`src/rtl/fs_seq_pkg.sv`:
```
package fs_seq_pkg;
  localparam int CODE_W = 3;
  localparam int SRC_W  = 4;

  typedef enum logic [1:0] {
    M_STARTUP  = 2'b00,
    M_NORMAL   = 2'b01,
    M_FLASH    = 2'b10,
    M_FAILSAFE = 2'b11
  } mode_e;

  localparam logic [CODE_W-1:0] C_STEP_ODD  = 3'b111;
  localparam logic [CODE_W-1:0] C_STEP_EVEN = 3'b001;
  localparam logic [CODE_W-1:0] C_HS_FLASH  = 3'b011;
  localparam logic [CODE_W-1:0] C_HS_NORMAL = 3'b101;
  localparam logic [CODE_W-1:0] C_LEAVE     = 3'b110;
  localparam logic [CODE_W-1:0] C_SERVE     = 3'b111;

  localparam logic [SRC_W-1:0] S_NONE     = 4'b0000;
  localparam logic [SRC_W-1:0] S_WDOG     = 4'b0011;
  localparam logic [SRC_W-1:0] S_ILLEGAL  = 4'b0101;
  localparam logic [SRC_W-1:0] S_ENTRY    = 4'b0110;
  localparam logic [SRC_W-1:0] S_EXIT     = 4'b0111;
  localparam logic [SRC_W-1:0] S_INIT_TMO = 4'b1000;
  localparam logic [SRC_W-1:0] S_WAKE     = 4'b1001;
endpackage

```
`src/rtl/fs_entry_tracker.sv`:
```
module fs_entry_tracker
  import fs_seq_pkg::*;
#(
  parameter int STEPS = 3
) (
  input  logic              clk_i,
  input  logic              rst_ni,
  input  logic              en_i,
  input  logic              wr_i,
  input  logic [CODE_W-1:0] code_i,
  input  logic              legal_i,
  output logic              done_o
);
  localparam int STG_W = (STEPS > 1) ? $clog2(STEPS) : 1;
  localparam logic [STG_W-1:0] LAST = STG_W'(STEPS - 1);

  logic [STG_W-1:0]  stage_q;
  logic [CODE_W-1:0] exp_code;
  logic              hit;

  // steps alternate 111 / 001 starting with 111
  assign exp_code = stage_q[0] ? C_STEP_EVEN : C_STEP_ODD;
  assign hit      = wr_i && legal_i && (code_i == exp_code);
  assign done_o   = en_i && hit && (stage_q == LAST);

  always_ff @(posedge clk_i or negedge rst_ni) begin
    if (!rst_ni)                 stage_q <= '0;
    else if (!en_i)              stage_q <= '0;
    else if (wr_i) begin
      if (hit && stage_q != LAST) stage_q <= stage_q + 1'b1;
      else                        stage_q <= '0;
    end
  end
endmodule

```
`src/rtl/fs_init_timer.sv`:
```
module fs_init_timer #(
  parameter int CYCLES = 64
) (
  input  logic clk_i,
  input  logic rst_ni,
  input  logic run_i,
  input  logic clr_i,
  output logic expired_o
);
  localparam int CNT_W = (CYCLES > 2) ? $clog2(CYCLES) : 1;
  localparam logic [CNT_W-1:0] LAST = CNT_W'(CYCLES - 1);

  logic [CNT_W-1:0] cnt_q;

  assign expired_o = run_i && (cnt_q == LAST);

  always_ff @(posedge clk_i or negedge rst_ni) begin
    if (!rst_ni)              cnt_q <= '0;
    else if (!run_i || clr_i) cnt_q <= '0;
    else                      cnt_q <= cnt_q + 1'b1;
  end
endmodule

```
`src/rtl/fs_mode_seq.sv`:
```
module fs_mode_seq
  import fs_seq_pkg::*;
#(
  parameter int INIT_CYCLES = 64,
  parameter int ENTRY_STEPS = 3
) (
  input  logic              clk_i,
  input  logic              rst_ni,
  input  logic              wr_valid_i,
  input  logic [CODE_W-1:0] wr_code_i,
  input  logic              wd_legal_i,
  input  logic              wd_overflow_i,
  input  logic              osc_fault_i,
  input  logic              wake_i,
  output logic [1:0]        mode_o,
  output logic              rst_pulse_o,
  output logic [SRC_W-1:0]  rst_src_o
);
  mode_e             mode_q, mode_d;
  logic              arm_q, arm_d;
  logic              pulse_q, pulse_d;
  logic [SRC_W-1:0]  src_q, src_d;
  logic              seq_done, tmo;

  fs_entry_tracker #(.STEPS(ENTRY_STEPS)) u_track (
    .clk_i   (clk_i),
    .rst_ni  (rst_ni),
    .en_i    (mode_q == M_NORMAL && !osc_fault_i),
    .wr_i    (wr_valid_i),
    .code_i  (wr_code_i),
    .legal_i (wd_legal_i),
    .done_o  (seq_done)
  );

  fs_init_timer #(.CYCLES(INIT_CYCLES)) u_tmr (
    .clk_i     (clk_i),
    .rst_ni    (rst_ni),
    .run_i     (mode_q == M_STARTUP && !osc_fault_i),
    .clr_i     (tmo),
    .expired_o (tmo)
  );

  always_comb begin
    mode_d  = mode_q;
    arm_d   = arm_q;
    pulse_d = 1'b0;
    src_d   = src_q;
    if (osc_fault_i) begin
      mode_d = M_FAILSAFE;
      arm_d  = 1'b0;
    end else begin
      unique case (mode_q)
        M_STARTUP: begin
          if (wr_valid_i && wr_code_i == C_HS_NORMAL) begin
            mode_d = M_NORMAL;
            arm_d  = 1'b0;
          end else if (wr_valid_i && wr_code_i == C_HS_FLASH && arm_q) begin
            mode_d = M_FLASH;
            arm_d  = 1'b0;
          end else if (tmo) begin
            pulse_d = 1'b1;
            src_d   = S_INIT_TMO;
            arm_d   = 1'b0;
          end
        end
        M_NORMAL: begin
          if (seq_done) begin
            mode_d  = M_STARTUP;
            pulse_d = 1'b1;
            src_d   = S_ENTRY;
            arm_d   = 1'b1;
          end
        end
        M_FLASH: begin
          if (wd_overflow_i) begin
            mode_d  = M_STARTUP;
            pulse_d = 1'b1;
            src_d   = S_WDOG;
          end else if (wr_valid_i) begin
            if (wr_code_i == C_SERVE) begin
              if (!wd_legal_i) begin
                mode_d  = M_STARTUP;
                pulse_d = 1'b1;
                src_d   = S_WDOG;
              end
            end else begin
              mode_d  = M_STARTUP;
              pulse_d = 1'b1;
              src_d   = (wr_code_i == C_LEAVE) ? S_EXIT : S_ILLEGAL;
            end
          end
        end
        M_FAILSAFE: begin
          if (wake_i) begin
            mode_d  = M_STARTUP;
            pulse_d = 1'b1;
            src_d   = S_WAKE;
          end
        end
        default: mode_d = M_FAILSAFE;
      endcase
    end
  end

  always_ff @(posedge clk_i or negedge rst_ni) begin
    if (!rst_ni) begin
      mode_q  <= M_STARTUP;
      arm_q   <= 1'b0;
      pulse_q <= 1'b0;
      src_q   <= S_NONE;
    end else begin
      mode_q  <= mode_d;
      arm_q   <= arm_d;
      pulse_q <= pulse_d;
      src_q   <= src_d;
    end
  end

  assign mode_o      = mode_q;
  assign rst_pulse_o = pulse_q;
  assign rst_src_o   = src_q;
endmodule

```
`config.mk`:
```
export PLATFORM = sky130hd
export DESIGN_NAME = fs_mode_seq
export DESIGN_NICKNAME = d
export VERILOG_FILES = /design/src/rtl/fs_seq_pkg.sv /design/src/rtl/fs_entry_tracker.sv /design/src/rtl/fs_init_timer.sv /design/src/rtl/fs_mode_seq.sv
export SDC_FILE = /design/constraint.sdc
export NUM_CORES = 1
export LEC_CHECK = 0
export ABC_AREA = 0
export BUFFER_PORTS_ARGS = -buffer_cell sky130_fd_sc_hd__clkbuf_2
export CAP_MARGIN = 20
export CORE_MARGIN = 2
export CORE_UTILIZATION = 40
export CTS_CLUSTER_DIAMETER = 150
export CTS_CLUSTER_SIZE = 40
export DETAILED_ROUTE_END_ITERATION = 6
export GPL_ROUTABILITY_DRIVEN = 1
export MAX_ROUTING_LAYER = met4
export PLACE_DENSITY_LB_ADDON = 0.3
export SYNTH_ARGS = -nofsm -noshare
export SYNTH_HDL_FRONTEND = slang
export SYNTH_SLANG_ARGS = --single-unit
```
`constraint.sdc`:
```
create_clock -name clk_i -period 4.3 [get_ports clk_i]
set_input_delay 0.215 -clock clk_i [delete_from_list [all_inputs] [get_ports clk_i]]
set_output_delay 0.215 -clock clk_i [all_outputs]
set_load 0.005 [all_outputs]
```
# Word-level counts from Yosys, hierarchy flattened
# Index checks and enable logic that the tools add are counted.
dict set report word_totals {
  in_bits 10
  elab_cells 96
  ff_bits 16
  output_inout_bits 7
}
dict set report classes {
  n_eq_ne 25
  mux 43
  n_addsub 2
  reduce_logical 19
  n_bitwise 1
}
# cell n
set op_table {}
lappend op_table {{4-bit 2-to-1 mux} 9}
lappend op_table {{2-bit 2-to-1 mux} 13}
lappend op_table {{4-bit one-hot mux with 4 select lines} 1}
lappend op_table {{1-bit 2-to-1 mux} 15}
lappend op_table {{2-bit != test, second input constant} 6}
lappend op_table {{1-bit logical AND} 11}
lappend op_table {{3-bit == test, second input constant} 3}
lappend op_table {{3-bit != test, second input constant} 3}
lappend op_table {{4-bit != test, second input constant} 2}
lappend op_table {{2-bit one-hot mux with 4 select lines} 1}
lappend op_table {{8-bit AND reduction} 1}
lappend op_table {{6-bit by 1-bit adder with 6-bit output, second input constant} 1}
lappend op_table {{2-bit == test, second input constant} 3}
lappend op_table {{6-bit == test, second input constant} 1}
lappend op_table {{6-bit 2-to-1 mux} 1}
lappend op_table {{5-bit by 2-bit != test with 1-bit output, second input constant} 1}
lappend op_table {{5-bit != test, second input constant} 1}
lappend op_table {{5-bit AND reduction} 1}
lappend op_table {{4-bit by 2-bit != test with 1-bit output, second input constant} 1}
lappend op_table {{1-bit one-hot mux with 4 select lines} 1}
lappend op_table {{3-bit by 2-bit == test with 1-bit output, second input constant} 1}
lappend op_table {{3-bit == test} 1}
lappend op_table {{3-bit 2-to-1 mux} 1}
lappend op_table {{3-bit AND reduction} 1}
lappend op_table {{9 further kinds} 10}

# Longest topological paths before layout
dict set report logic_depth {
  depth_word 8
  ltp_mapped 7
  ltp_nobuf 7
}

# By module
# A second synthesis with hierarchy kept.
dict set report unflattened {
  hier_cells 102
  hier_area_um2 987.2
}
# mod seq_area_each_um2 cells_each area_per_inst_um2 n_inst
set by_module_without_submodules {}
lappend by_module_without_submodules {fs_mode_seq 200.2 61 575.6 1}
lappend by_module_without_submodules {fs_init_timer 150.1 25 262.8 1}
lappend by_module_without_submodules {fs_entry_tracker 50.0 16 148.9 1}

# Worst setup path before layout
# No wires, ideal clock.
dict set report synth_path {
  kind {reg2reg}
  from {reg mode_q[0], in the netlist mode_o[0]}
  to {reg src_q[0], in the netlist rst_src_o[0]}
  arrival_time_ns 1.803
  n_path_buf 0
  stages_incl_launch_ff 8
  setup_time_ns 0.125
  slack_ns 2.372
  required_ns 4.175
  period_less_slack_ns 1.928
  path_cell_list {dfrtp_1 > inv_1 > ha_1 > or3b_2 > o221ai_1 > a211oi_2 > o21ai_2 > mux2_4}
}
dict set report synth_between {
  elab_chain_cells 6
  word_cells_on_any_way 18
  cone_classes {eq/ne (10); mux (1); reduce/logical (7)}
}
# item line_no
set synth_lines {}
lappend synth_lines {{start: declaration} fs_mode_seq.sv:19} ;# mode_e mode_q, mode_d;
lappend synth_lines {{start signal: assignment} fs_mode_seq.sv:112} ;# mode_q <= mode_d;
lappend synth_lines {{2-bit by 1-bit == test with 1-bit output} {fs_mode_seq.sv:28, fs_mode_seq.sv:52}}
lappend synth_lines {{1-bit logical AND} fs_mode_seq.sv:28} ;# .en_i (mode_q == M_NORMAL && !osc_fault_i),
lappend synth_lines {{1-bit logical AND (2 in series)} fs_entry_tracker.sv:24} ;# assign done_o = en_i && hit && (stage_q == LAST);
lappend synth_lines {{2-bit != test (no source line)} -}
lappend synth_lines {{8-bit AND reduction (no source line)} -}
lappend synth_lines {{end signal: assignment} fs_mode_seq.sv:115} ;# src_q <= src_d;
lappend synth_lines {{end: declaration} fs_mode_seq.sv:22} ;# logic [SRC_W-1:0] src_q, src_d;
# Parallel ways exist; a longest one is shown, timed or not.
# A chain may end at the register's enable or synchronous reset.

# Worst setup path after layout
dict set report layout_path {
  from {reg mode_q[0], in the netlist mode_o[0]}
  to {reg src_q[2], in the netlist rst_src_o[2]}
}
# Same word-level chain as after synthesis.

==> summary.md <==
| Metric | Value |
|---|---|
| Status | complete, no violations |
| CTS tree | done |
| Synth Net Count | 118 |
| Most used DFF post-synth | dfrtp_1 |
| Worst rel slew slack | 69.39% |
| Fin crit period | 2.131 ns |
| Wire length per cell | 14.27 um |
| Most frequent cells in the layout | dfrtp_1, clkbuf_2, nor2_1 |
| CTS sink count | 16 |
| Critical path class | register to register |
| Worst EP required | 4.49 ns |
| Final instance area | 1155 um^2 |
| First-pass GRT wire length | 3.394 mm |
| Post-cts sizing count | 0 |
| Arrival @ worst endpoint | 2.32 ns |
| Post-Syn Area | 991.0 um^2 |
| Number of flops mapped to enable cells by yosys | 0 |
| Setup violators final | 0 |
| Placed Area | 1109 um^2 |
| Num CTS Buffers | 3 |
| Vias in the first global route | 806 |
| Area Overhead vs Synth | 16.54% |
| # hold bufs at CTS | 1 |
| Port Buf Inserts | 16 |
| I/O pin count | 17 |
| Post-synthesis async set-or-reset flop share | 100.0% |
| FMAX | 469.3 MHz |
| Largest net degree at the start of global routing | 17 |
| Clock Pin Slew Worst Setup and Hold Paths | 0.10 ns |
| Area share of the largest cell type after synthesis | 40.40% |
| Flop pwr share | 38.9% |
| Post-DP HPWL | 1.710 mm |
| Final Hold Fails | 0 |
| Gate power share | 42.0% |
| Min Hold Slack | 0.1756 ns |
| Cell accounting for the most synthesized area | dfrtp_1 |
| Seq/Total Area, Yosys | 40.40% |
| Switching share of power | 35.85% |
| RSZ-0062 raised after global routing | false |
| Clock Power Share | 19.0% |
| Switching power | 0.0001908 W |
| Router iterations before antenna repair | 4 |
| Final Skew | 0.007530 ns |
| Root buffer cell | clkbuf_4 |
| Via density | 5.355 |
| Leakage | 0.5633 nW |
| Vias | 814 |
| Post-DRT Antenna Nets | 0 |
| Total GRT Usage | 17.05% |
| Reg area | 400.4 um^2 |
| Nets | 140 |
| Core area | 2410 um^2 |
| Max VDD drop | 0.0003180 V |
| Site Rows | 18 |
| Placer's final routability congestion estimate | 0.8874 |
| Setup Buffers After CTS | 0 |
| Yosys reg bits | 16 |
| Final worst-path cycle share | 49.56% |
| # DRC | 0 |
| Pwr per Cell Area | 460.8 nW/um^2 |
| Final cell count without fillers | 152 |
| Multi-input gate area | 553.0 um^2 |
| DP Cell Count | 147 |
| # diodes | 0 |
| CTS Buffer Depth | 2 |
| Top post-synthesis cells by area | dfrtp_1, ha_1, nor2_1, mux2_4, inv_1 |
| Internal | 0.0003414 W |
| Fill cells | 216 |
| Final setup TNS | 0 ns |
| Initial antenna violation count | 0 |
| Crit path launch type | register |
| Worst-margin pin slew | 0.4591 ns |
| Drt total wl | 2.169 mm |
| Mapped Cells | 101 |
| Total global routing overflow | 0 |
| Syn Area/Cell | 9.811 um^2 |
| Chip width | 53.78 um |
| Synth warn | 0 |
| Total die area | 2892 um^2 |
| Crit. End Element | register |
| Max Cap Viol | 0 |
| Worst min path class | input port to register |
| Synth unique cells | 40 |
| H-tree levels | 1 |
| Die Ht | 53.78 um |
| Initial Util | 41.12% |
| Max-slew violations | 0 |
| Share of layout cells above drive strength 1 | 27.87% |
| Clock Latency Late Sink | 0.29 ns |
| Initial DRC count | 27 |
| Critical path fanouts, max | 5 |
layout make-up:
type / instances / share of cell area [%]
clock buffers: 4 / 3.142
inverters: 10 / 3.250
multi-input cells: 75 / 47.89
flip-flops and latches: 16 / 34.67
well taps: 30 / 3.250
repair buffers: 17 / 7.801
registers in the layout (all words and copies together) (netlist names):
name and flops:
u_tmr.cnt_q 6, rst_src_o 4, mode_o 2, u_track.stage_q 2, arm_q 1, rst_pulse_o 1
per-stage QoR:
step                worst slack (ns)  total power [W]  utilization (%)
global route                   2.083        0.0005718            47.92
floorplan                      2.372        0.0003539                -
global placement               2.325        0.0004223            46.00
finish                         2.169        0.0005322            47.92
CTS                            2.196        0.0005337            47.92
detailed placement             2.212        0.0004308            46.00
power by group through the flow:
stage | Sequential (W) | Clock (W) | Combinational [W]
final | 0.000207 | 0.000101 | 0.000224
after global routing | 0.000212 | 0.000110 | 0.000250
after CTS | 0.000206 | 0.000104 | 0.000224
after detailed placement | 0.000209 | 0 | 0.000221
after global placement | 0.000206 | 0 | 0.000217
after floorplan | 0.000207 | 0 | 0.000146
cell families (layout without fill, tap and decap cells):
logic type | Yosys count | after routing | share of synthesized area [%]
buf+inv | 10 | 31 | 3.788
fa+ha+maj | 7 | 7 | 8.838
simple gates | 37 | 37 | 19.70
mux | 5 | 5 | 6.565
flops | 16 | 16 | 40.40
compound gates | 23 | 23 | 18.06
xor+xnor | 3 | 3 | 2.652
cells in the mapped netlist, types with 2 or more instances:
library cell / n
nand3_1: 3
o21ai_0: 3
mux2i_1: 2
dfrtp_1: 16
a21oi_1: 4
mux2_4: 3
xnor2_1: 2
nor2_1: 13
o211ai_1: 2
nand2_1: 8
ha_1: 7
inv_1: 10
worst max-delay path, cell delays in order (launching register included):
cell and delay, ns:
dfrtp_1 0.44, inv_1 0.14, ha_1 0.25, or3b_2 0.46, o221ai_1 0.12, a211oi_2 0.10
o21ai_2 0.17, mux2_4 0.34
final timing paths:
check	start	end	slack (ns)	cells past startpoint
max in group asynchronous	rst_ni	u_tmr.cnt_q[5]	3.62	2
max reg2reg	mode_o[0]	rst_src_o[2]	2.17	7
max	mode_o[0]	rst_src_o[2]	2.17	7
min	osc_fault_i	rst_pulse_o	0.18	2
min reg2reg	u_tmr.cnt_q[0]	u_tmr.cnt_q[0]	0.46	1
min in group asynchronous	rst_ni	rst_src_o[2]	0.38	2
per-layer routing:
layer | up-vias | track usage [%] | routed length, um
met4 | 0 | 11.54 | 67
met1 | 387 | 20.38 | 958
met3 | 8 | 1.944 | 60
met5 | - | - | 0
li1 | 400 | - | -
met2 | 19 | 26.83 | 1082
No activity file was read; power rests on OpenSTA's default activity.
